## config.mk

```make
export PLATFORM = sky130hd
export DESIGN_NAME = tone_sequencer
export DESIGN_NICKNAME = d
export VERILOG_FILES = /design/src/rtl/tone_pkg.sv /design/src/rtl/tone_rst_sync.sv /design/src/rtl/tone_tempo_store.sv /design/src/rtl/tone_note_stepper.sv /design/src/rtl/tone_pitch_gen.sv /design/src/rtl/tone_sequencer.sv
export SDC_FILE = /design/constraint.sdc
export NUM_CORES = 1
export LEC_CHECK = 0
export BUFFER_PORTS_ARGS = -buffer_cell sky130_fd_sc_hd__buf_2
export CORE_MARGIN = 2
export CORE_UTILIZATION = 45
export DETAILED_ROUTE_END_ITERATION = 6
export GPL_ROUTABILITY_DRIVEN = 0
export GPL_TIMING_DRIVEN = 0
export REMOVE_ABC_BUFFERS = 1
export SETUP_SLACK_MARGIN = 0.5
export SYNTH_ARGS = -nofsm -noshare
export SYNTH_HDL_FRONTEND = slang
export SYNTH_SLANG_ARGS = --single-unit
```

## constraint.sdc

```tcl
create_clock -name clk -period 2.45 [get_ports clk]
set_clock_uncertainty 0.2 [all_clocks]
set_input_delay 0.49 -clock clk [delete_from_list [all_inputs] [get_ports clk]]
set_output_delay 0.49 -clock clk [all_outputs]
set_load 0.005 [all_outputs]
```

## src/rtl/tone_pkg.sv

```systemverilog
package tone_pkg;

  localparam int unsigned TUNE_LEN    = 16;
  localparam int unsigned IDX_W       = $clog2(TUNE_LEN);
  localparam int unsigned LOWEST_HZ   = 262;
  localparam int unsigned TEMPO_W     = 2;
  localparam int unsigned TEMPO_CODES = 1 << TEMPO_W;

  typedef logic [IDX_W-1:0]   note_idx_t;
  typedef logic [TEMPO_W-1:0] tempo_code_t;

  // Pitch of each tune step in Hz; zero marks a rest
  function automatic int unsigned tune_hz(input note_idx_t idx);
    int unsigned hz;
    case (idx)
      4'd0, 4'd3, 4'd4, 4'd7:  hz = 262;
      4'd1, 4'd5:              hz = 294;
      4'd2, 4'd6, 4'd8, 4'd12: hz = 330;
      4'd9, 4'd13:             hz = 349;
      4'd10, 4'd14:            hz = 392;
      default:                 hz = 0;
    endcase
    return hz;
  endfunction

  // Steps that last two beat units
  function automatic logic tune_long(input note_idx_t idx);
    return (idx == 4'd10) || (idx == 4'd14);
  endfunction

  function automatic int unsigned half_reload(input int unsigned clk_hz, input note_idx_t idx);
    int unsigned hz;
    hz = tune_hz(idx);
    if (hz == 0) return 0;
    return clk_hz / (2 * hz);
  endfunction

endpackage

```

## src/rtl/tone_rst_sync.sv

```systemverilog
module tone_rst_sync (
  input  logic clk,
  input  logic rst_n_in,
  output logic rst_n_out
);

  logic [1:0] sync_q;

  always_ff @(posedge clk or negedge rst_n_in) begin
    if (!rst_n_in) begin
      sync_q <= '0;
    end else begin
      sync_q <= {sync_q[0], 1'b1};
    end
  end

  assign rst_n_out = sync_q[1];

endmodule

```

## src/rtl/tone_tempo_store.sv

```systemverilog
module tone_tempo_store
  import tone_pkg::*;
#(
  parameter int unsigned DATA_W = 32
) (
  input  logic              clk,
  input  logic              rst_n,
  input  logic              wr_en,
  input  logic [DATA_W-1:0] wr_data,
  output tempo_code_t       code
);

  tempo_code_t code_q;
  tempo_code_t code_d;
  logic        unused_hi_bits;

  assign unused_hi_bits = ^wr_data[DATA_W-1:TEMPO_W];

  always_comb begin
    code_d = code_q;
    if (wr_en) begin
      code_d = wr_data[TEMPO_W-1:0];
    end
  end

  always_ff @(posedge clk or negedge rst_n) begin
    if (!rst_n) begin
      code_q <= '0;
    end else begin
      code_q <= code_d;
    end
  end

  assign code = code_q;

  AST_TEMPO_HOLD: assert property (@(posedge clk) disable iff (!rst_n)
    !wr_en |=> $stable(code_q));

endmodule

```

## src/rtl/tone_note_stepper.sv

```systemverilog
module tone_note_stepper
  import tone_pkg::*;
#(
  parameter int unsigned BEAT_CYCLES = 25_000_000
) (
  input  logic        clk,
  input  logic        rst_n,
  input  tempo_code_t tempo_code,
  output note_idx_t   note_idx,
  output note_idx_t   next_idx,
  output logic        note_end
);

  localparam int unsigned MAX_LEN   = 2 * BEAT_CYCLES;
  localparam int unsigned DUR_W     = $clog2(MAX_LEN + 1);
  localparam int unsigned FIRST_LEN = (tune_long('0) ? 2 : 1) * BEAT_CYCLES;

  logic [DUR_W-1:0] unit_len [TEMPO_CODES];
  logic [DUR_W-1:0] dur_q, dur_d;
  logic [DUR_W-1:0] load_len;
  note_idx_t        idx_q, idx_d;

  // One beat unit per tempo code, halving with each higher code
  for (genvar c = 0; c < TEMPO_CODES; c++) begin : g_unit
    assign unit_len[c] = DUR_W'(BEAT_CYCLES >> c);
  end

  assign note_end = (dur_q == '0);
  assign next_idx = (idx_q == note_idx_t'(TUNE_LEN - 1)) ? '0 : idx_q + 1'b1;
  assign load_len = tune_long(next_idx) ? (unit_len[tempo_code] << 1) : unit_len[tempo_code];

  always_comb begin
    dur_d = dur_q;
    idx_d = idx_q;
    if (note_end) begin
      dur_d = load_len - DUR_W'(1);
      idx_d = next_idx;
    end else begin
      dur_d = dur_q - DUR_W'(1);
    end
  end

  always_ff @(posedge clk or negedge rst_n) begin
    if (!rst_n) begin
      dur_q <= DUR_W'(FIRST_LEN - 1);
      idx_q <= '0;
    end else begin
      dur_q <= dur_d;
      idx_q <= idx_d;
    end
  end

  assign note_idx = idx_q;

  AST_NOTE_WRAP: assert property (@(posedge clk) disable iff (!rst_n)
    (note_end && idx_q == note_idx_t'(TUNE_LEN - 1)) |=> (idx_q == '0));

  AST_NOTE_ADVANCE: assert property (@(posedge clk) disable iff (!rst_n)
    (note_end && idx_q != note_idx_t'(TUNE_LEN - 1)) |=> (idx_q == note_idx_t'($past(idx_q) + 1'b1)));

  AST_NOTE_HOLD: assert property (@(posedge clk) disable iff (!rst_n)
    !note_end |=> $stable(idx_q));

  AST_DUR_LIMIT: assert property (@(posedge clk) disable iff (!rst_n)
    dur_q < DUR_W'(MAX_LEN));

endmodule

```

## src/rtl/tone_pitch_gen.sv

```systemverilog
module tone_pitch_gen
  import tone_pkg::*;
#(
  parameter int unsigned CLK_HZ = 100_000_000
) (
  input  logic      clk,
  input  logic      rst_n,
  input  note_idx_t note_idx,
  input  note_idx_t next_idx,
  input  logic      note_end,
  output logic      speaker
);

  localparam int unsigned HALF_W     = $clog2(CLK_HZ / (2 * LOWEST_HZ) + 1);
  localparam int unsigned FIRST_RELD = half_reload(CLK_HZ, '0);
  localparam int unsigned FIRST_HALF = (FIRST_RELD == 0) ? 0 : FIRST_RELD - 1;

  logic [HALF_W-1:0] reload_tab [TUNE_LEN];
  logic [HALF_W-1:0] cur_reload, nxt_reload;
  logic [HALF_W-1:0] half_q, half_d;
  logic              spk_q, spk_d;

  // Half-period reload per step, computed from the clock rate
  for (genvar n = 0; n < TUNE_LEN; n++) begin : g_reload
    assign reload_tab[n] = HALF_W'(half_reload(CLK_HZ, note_idx_t'(n)));
  end

  assign cur_reload = reload_tab[note_idx];
  assign nxt_reload = reload_tab[next_idx];

  always_comb begin
    half_d = half_q;
    spk_d  = spk_q;
    if (note_end) begin
      spk_d  = 1'b0;
      half_d = (nxt_reload == '0) ? '0 : nxt_reload - HALF_W'(1);
    end else if (cur_reload == '0) begin
      spk_d  = 1'b0;
      half_d = '0;
    end else if (half_q == '0) begin
      spk_d  = ~spk_q;
      half_d = cur_reload - HALF_W'(1);
    end else begin
      half_d = half_q - HALF_W'(1);
    end
  end

  always_ff @(posedge clk or negedge rst_n) begin
    if (!rst_n) begin
      half_q <= HALF_W'(FIRST_HALF);
      spk_q  <= 1'b0;
    end else begin
      half_q <= half_d;
      spk_q  <= spk_d;
    end
  end

  assign speaker = spk_q;

  AST_REST_SILENT: assert property (@(posedge clk) disable iff (!rst_n)
    (cur_reload == '0) |-> !speaker);

  AST_EDGE_SPACING: assert property (@(posedge clk) disable iff (!rst_n)
    (speaker != $past(speaker)) |-> $past(half_q == '0 || note_end));

  AST_STEP_STARTS_LOW: assert property (@(posedge clk) disable iff (!rst_n)
    note_end |=> !speaker);

  AST_HALF_RANGE: assert property (@(posedge clk) disable iff (!rst_n)
    (cur_reload == '0) ? (half_q == '0) : (half_q < cur_reload));

endmodule

```

## src/rtl/tone_sequencer.sv

```systemverilog
module tone_sequencer
  import tone_pkg::*;
#(
  parameter int unsigned CLK_HZ      = 100_000_000,
  parameter int unsigned BEAT_CYCLES = 25_000_000,
  parameter int unsigned DATA_W      = 32
) (
  input  logic              clk,
  input  logic              rst_n,
  input  logic              tempo_wr_en,
  input  logic [DATA_W-1:0] tempo_wr_data,
  output logic              speaker,
  output logic              amp_en
);

  logic        core_rst_n;
  tempo_code_t tempo_code;
  note_idx_t   note_idx;
  note_idx_t   next_idx;
  logic        note_end;

  tone_rst_sync u_rst_sync (
    .clk       (clk),
    .rst_n_in  (rst_n),
    .rst_n_out (core_rst_n)
  );

  tone_tempo_store #(.DATA_W(DATA_W)) u_tempo (
    .clk     (clk),
    .rst_n   (core_rst_n),
    .wr_en   (tempo_wr_en),
    .wr_data (tempo_wr_data),
    .code    (tempo_code)
  );

  tone_note_stepper #(.BEAT_CYCLES(BEAT_CYCLES)) u_stepper (
    .clk        (clk),
    .rst_n      (core_rst_n),
    .tempo_code (tempo_code),
    .note_idx   (note_idx),
    .next_idx   (next_idx),
    .note_end   (note_end)
  );

  tone_pitch_gen #(.CLK_HZ(CLK_HZ)) u_pitch (
    .clk      (clk),
    .rst_n    (core_rst_n),
    .note_idx (note_idx),
    .next_idx (next_idx),
    .note_end (note_end),
    .speaker  (speaker)
  );

  assign amp_en = 1'b1;

  AST_RESET_QUIET: assert property (@(posedge clk)
    !core_rst_n |-> !speaker);

endmodule

```

== Yosys cells after proc, flatten, opt, wreduce, memory -nomap -nowiden ==
Memory sizes are Yosys's and may differ from the RTL's.
Index checks and enable logic that the tools add are counted.

* $lt $le $gt $ge: 3
* Reduce and logical (&&, ||, !) cells: 6
* Bitwise operators: 4
* $add $sub $neg: 6
* Muxes and demuxes: 17
* Equality and inequality tests: 3

{| class="wikitable"
|+ Operator list
! operator !! number
|-
| $mux W18 || 8
|-
| $mux W26 || 4
|-
| $logic_not A18 Y1 || 3
|-
| $sub A18 B1 Y18 const B || 3
|-
| $bmux W26 S2 || 1
|-
| $sub A26 B1 Y26 const B || 2
|-
| $logic_not A26 Y1 || 1
|-
| $eq A4 B4 Y1 const B || 3
|-
| $ge A5 B5 Y1 const B || 2
|-
| $not A4 Y5 || 2
|-
| $add A4 B1 Y4 const B || 1
|-
| $mux W4 || 1
|-
| $ge A3 B3 Y1 const B || 1
|-
| $mux W1 || 3
|-
| $not A2 Y3 || 1
|-
| $reduce_bool A3 Y1 || 1
|-
| $logic_or A1 B1 Y1 || 1
|-
| $not A1 Y1 || 1
|}

* Flip-flop bits (word level): 53
* Memories: 2
* Output and inout port bits: 2
* ROM bits: 576

{| class="wikitable"
|+ Memory list
! name !! depth !! width !! rd ports !! clocked after memory_dff !! write ports !! line !! source
|-
| (no name shown) || 16 || 18 || 1 || 0 || 0 || tone_pitch_gen.sv:29 || <nowiki>assign nxt_reload = reload_tab[next_idx];</nowiki>
|-
| (no name shown) || 16 || 18 || 1 || 0 || 0 || tone_pitch_gen.sv:28 || <nowiki>assign cur_reload = reload_tab[note_idx];</nowiki>
|}

== Depth between registers and ports, before layout ==
* Depth after elaboration: 9
* Depth in mapped cells: 12
* Gate-level depth less buffers: 11

== Modules after synthesis ==
A second synthesis with hierarchy kept.

* Cell total of the unflattened synthesis: 410
* Area total of the unflattened synthesis: 3749.8 sq um

{| class="wikitable"
|+ By module, submodules not included
! module !! area an instance (sq um) !! cells an instance !! instances
|-
| tone_pitch_gen || 1841.8 || 214 || 1
|-
| tone_note_stepper || 1770.4 || 187 || 1
|-
| tone_tempo_store || 72.6 || 4 || 1
|-
| tone_rst_sync || 53.8 || 3 || 1
|-
| tone_sequencer || 11.3 || 2 || 1
|}

== Worst setup path before layout ==
Ideal clock, no wire load.

* Path type: flip-flop to flip-flop
* Start: reg u_stepper.idx_q[0], in the netlist u_stepper.note_idx[0]
* End: reg u_pitch.half_q[16]
* Cell stages (with the launch flop): 13
* Setup time: 0.139 ns
* Slack: -0.756 ns
* Path buffers: 2
* Arrival: 2.867 ns
* Cell sequence: dfrtp_1 > clkbuf_1 > inv_1 > ha_1 > clkbuf_1 > or3b_2 > nor2b_1 > nor2_1 > ha_1 > o311ai_2 > nor4_1 > xor2_1 > o22ai_1

* Word-level cells in the longest chain between the ends: 9

{| class="wikitable"
|+ RTL lines
! item !! line !! source
|-
| start, declared || tone_note_stepper.sv:21 || <nowiki>note_idx_t idx_q, idx_d;</nowiki>
|-
| start signal, assigned || tone_note_stepper.sv:49 || <nowiki>idx_q <= idx_d;</nowiki>
|-
| $add A4 B1 Y4 or $eq A4 B4 Y1 (tied branches) || tone_note_stepper.sv:29 || <nowiki>assign next_idx = (idx_q == note_idx_t'(TUNE_LEN - 1)) ? '0 : idx_q + 1'b1;</nowiki>
|-
| $mux W4 || tone_note_stepper.sv:29 ||
|-
| $not A4 Y5 (not written as such) || tone_pitch_gen.sv:29 ||
|-
| $mem_v2 Z16 W18 || - ||
|-
| $mux W18 (not written as such) (2 in series) || tone_pitch_gen.sv:29 ||
|-
| $sub A18 B1 Y18 or $logic_not A18 Y1 (tied branches) || tone_pitch_gen.sv:36 || <nowiki>half_d = (nxt_reload == '0) ? '0 : nxt_reload - HALF_W'(1);</nowiki>
|-
| $mux W18 || tone_pitch_gen.sv:36 ||
|-
| $mux W18 * || tone_pitch_gen.sv:34 || <nowiki>if (note_end) begin</nowiki>
|-
| via u_pitch.half_d[16] || tone_pitch_gen.sv:20 || <nowiki>logic [HALF_W-1:0] half_q, half_d;</nowiki>
|-
| end signal, assigned || tone_pitch_gen.sv:50 || <nowiki>half_q <= HALF_W'(FIRST_HALF);</nowiki>
|-
| end signal, assigned || tone_pitch_gen.sv:53 || <nowiki>half_q <= half_d;</nowiki>
|-
| end, declared || tone_pitch_gen.sv:20 ||
|}

Mark *: on every way through the listed nets, which the timed path passes. The rest lies on a longest branch. The select of a mux whose other input is x is not followed.
A chain may end at the register's enable or synchronous reset.

== Worst setup path after layout ==
* Start: reg u_stepper.dur_q[21]
* End: reg u_stepper.dur_q[22]

* Word-level cells in the longest chain between the ends: 2

{| class="wikitable"
|+ RTL lines
! item !! line !! source
|-
| start, declared || tone_note_stepper.sv:19 || <nowiki>logic [DUR_W-1:0] dur_q, dur_d;</nowiki>
|-
| start signal, assigned || tone_note_stepper.sv:45 || <nowiki>dur_q <= DUR_W'(FIRST_LEN - 1);</nowiki>
|-
| start signal, assigned || tone_note_stepper.sv:48 || <nowiki>dur_q <= dur_d;</nowiki>
|-
| $sub A26 B1 Y26 or $logic_not A26 Y1 (tied branches) || tone_note_stepper.sv:39, tone_note_stepper.sv:28 ||
|-
| $mux W26 * || tone_note_stepper.sv:35 || <nowiki>if (note_end) begin</nowiki>
|-
| via u_stepper.dur_d[22] || tone_note_stepper.sv:19 ||
|}

Mark *: on every way through the listed nets, which the timed path passes. The rest lies on a longest branch.

==> results_dict.tcl <==
set metrics [dict create \
    dr.pass1.iters 5 \
    syn_avg_cell_area_um2 8.81 \
    rows 32 \
    drive_gt1_share_pct 46.9 \
    rsz0062_at_grt "true" \
    fp.coreArea_um2 7730 \
    io_buffer_count 5 \
    antenna_found_initial 0 \
    area_delta_synth_final_pct 37.6 \
    nNetsFinal 507 \
    vias_per_cell 6.43 \
    peakVddDrop_v 0.000234 \
    clockBufferDepth 2 \
    antennaDiodeCount 0 \
    final_cell_area_um2 4930 \
    die-area_um2 8700 \
    dp_hpwl_um 6540 \
    initial_core_util_pct 46.4 \
    ant_nets 0 \
    worstPathRequired_ns 2.50 \
    fin_hold_ws_ns 0.0773 \
    routed-via-count 3633 \
    period_needed_ns 2.79 \
    setup_viol 45 \
    synth_cells 407 \
    hold_viol_final 0 \
    path_clk_slew_ns 0.11 \
    grt_max_degree 29 \
    yosys-top-cells-area "dfstp_2 (21%), dfrtp_1 (17%), nor2_1 (4.9%), xnor2_1 (3.9%), ha_1 (3.5%)" \
    cap_viol_max_count 0 \
    gr-usage-met2_pct 41.5 \
    cts_buffers 5 \
    cp_max_fo 7 \
    ys_warn_count 0 \
    outcome "finished, violations left" \
    die_y_um 93.3 \
    maxSlewHeadroom_pct 47.9 \
    grt_util_all_layers_pct 26.8 \
    synth_cell_types 66 \
    synthArstFlopShare_pct 100 \
    cts-root-buf "clkbuf_8" \
    nFillCells 604 \
    finalCritPeriodShare_pct 114 \
    synth_area_leader_cell "dfstp_2" \
    grt_pass1_wl_um 18300 \
    cts.sinks 53 \
    p_per_area_nw_per_um2 304 \
    drt_iter0_drc 415 \
    overflow 0 \
    synth_area_um2 3590 \
    synth-main-ff-cell "dfstp_2" \
    hp-class "flip-flop to asynchronous set/reset pin" \
    criticalPathCategory "flip-flop to flip-flop" \
    clk_latency_ns 0.32 \
    startpoint_type "flip-flop" \
    setup.worst_path.end_class "flip-flop" \
    violations "setup timing" \
    routedWlPerCell_um 20.8 \
    ios 37 \
    use_met3_pct 4.92 \
    die_x_um 93.3 \
    top_usage_layer "met2" \
    place_area_um2 3670 \
    clock.fmax_mhz 359 \
    synth-seq-area-share_pct 37.9 \
    worst_slack_ns -0.339 \
    cp.arrival_ns 2.84 \
    drt-total-wl_um 11800 \
    cts_max_level 2 \
    yosys_register_bits 53 \
    power_leakage_uw 0.00180 \
    synth_edf_count 0 \
    tightest_slew_ns 0.782 \
    grtUsageMet1_pct 37.2 \
    synth_top_area_share_pct 20.5 \
    tritoncts "done" \
    utilization_pct 63.9 \
    drv_slew 0 \
    drc 0 \
    grt_pass1_vias 3503 \
]
## power breakdown
| group | total (uW) | internal [uW] | leakage [uW] | switching (uW) |
|---|---|---|---|---|
| clock network | 509 | 203 | 0.0000385 | 306 |
| registers | 926 | 894 | 0.000595 | 31.6 |
| logic | 65.7 | 27.5 | 0.00116 | 38.2 |
| total | 1500 | 1120 | 0.00180 | 376 |
## synthesized netlist by cell type (all sizes together), types with 4 or more instances
library cell	count
a211oi	4
dfrtp	25
a21o	4
o21ai	27
xnor2	16
nand3	8
or4	5
ha	10
clkbuf	15
a21oi	22
or3	9
mux2i	5
nand2b	6
dfstp	28
nor3	17
nor2	47
o211ai	5
mux2	5
nor4	12
buf	9
a31oi	10
inv	9
o31ai	11
or2	6
xor2	11
nand2	24
o22ai	12
## metrics by stage
| step | setup WS [ns] | TNS, ns | total power, uW | std cells |
|---|---|---|---|---|
| 2_1_floorplan | -0.808 | -17.51 | 962 | 384 |
| 4_1_cts | -0.267 | -8.45 | 1510 | 550 |
| 6_report | -0.339 | -10.36 | 1500 | 565 |
| 3_3_place_gp | -1.92 | -44.05 | 980 | 491 |
| 5_1_grt | -0.404 | -13.25 | 1570 | 565 |
| 3_5_place_dp | -1.47 | -33.41 | 986 | 493 |
## worst max-delay path, cell delays in order, from the launching register on
cell      delay [ns]
dfstp_2         0.38
or4_4           0.55
or4_4           0.57
or3_4           0.50
a211oi_4        0.29
nor2_1          0.09
xor2_1          0.15
## layout make-up
class	count	area [um^2]	share of cell area [%]
timing repair buffer	67	566	11.5
inverter	9	37.5	0.761
clock inverter	1	7.51	0.152
multi-input combinational	326	2750	55.8
tap	102	128	2.59
sequential	53	1370	27.7
clock buffer	7	76.3	1.55
## repair_timing
| item | 4_1_cts | 5_1_grt |
|---|---|---|
| buffers inserted | 43 | 15 |
| pin swaps | 46 | 20 |
| resized for setup | 105 | 53 |
| setup endpoints to repair | 46 | 46 |
| gates cloned | 5 | 0 |
| endpoints found under the hold margin | 2 | 0 |
| hold buffers | 1 | 0 |
## flip-flops by register name, summed over array words and instances (netlist names)
| name | count |
|---|---|
| u_stepper.dur_q | 26 |
| u_tempo.code | 2 |
| u_pitch.speaker | 1 |
| u_rst_sync.sync_q | 2 |
| u_pitch.half_q | 18 |
| u_stepper.note_idx | 4 |
## kinds of logic after synthesis
family                   share of synthesized area, %
AND/OR/NAND/NOR                                  22.5
AO/OA/AOI/OAI                                    22.4
flip-flops                                       37.9
buffers and inverters                            4.08
XOR/XNOR                                         6.59
adder cells (fa/ha/maj)                          3.49
multiplexers                                     2.96
other                                           0.105
## routing by layer
layer / vias up / routed length (um)
li1: 1632 / -
met1: 1791 / 5120
met2: 167 / 5500
met3: 43 / 773
met4: 0 / 371
met5: - / 0
## layout by cell type (no fill, tap or decap), types with 6 or more instances in the layout
cell type	count
nor2_1	36
o21ai_1	9
dfstp_2	28
inv_1	8
or3_1	7
dfrtp_1	20
buf_6	12
nand3_1	6
xnor2_1	14
a21oi_1	19
nor3_1	10
a31oi_1	8
o21ai_0	10
buf_4	46
xor2_1	11
o21ai_2	7
o22ai_2	7
nor2_2	6
nand2_1	20
nor4_2	6
## path summary, 6_finish.rpt
check | start | to | slack [ns] | cells past startpoint
min | u_rst_sync.sync_q[1]$_DFF_PN0_ | u_pitch.half_q[0]$_DFF_PN0_ | 0.08 | 0
max | u_stepper.dur_q[21]$_DFF_PN1_ | u_stepper.dur_q[22]$_DFF_PN1_ | -0.34 | 6
max in group asynchronous | u_rst_sync.sync_q[1]$_DFF_PN0_ | u_stepper.dur_q[5]$_DFF_PN1_ | 1.32 | 1
min reg2reg | u_rst_sync.sync_q[1]$_DFF_PN0_ | u_pitch.half_q[0]$_DFF_PN0_ | 0.08 | 0
max reg2reg | u_stepper.dur_q[21]$_DFF_PN1_ | u_stepper.dur_q[22]$_DFF_PN1_ | -0.34 | 6
min in group clk | u_rst_sync.sync_q[0]$_DFF_PN0_ | u_rst_sync.sync_q[1]$_DFF_PN0_ | 0.16 | 0
(Power assumes the default switching activity.)
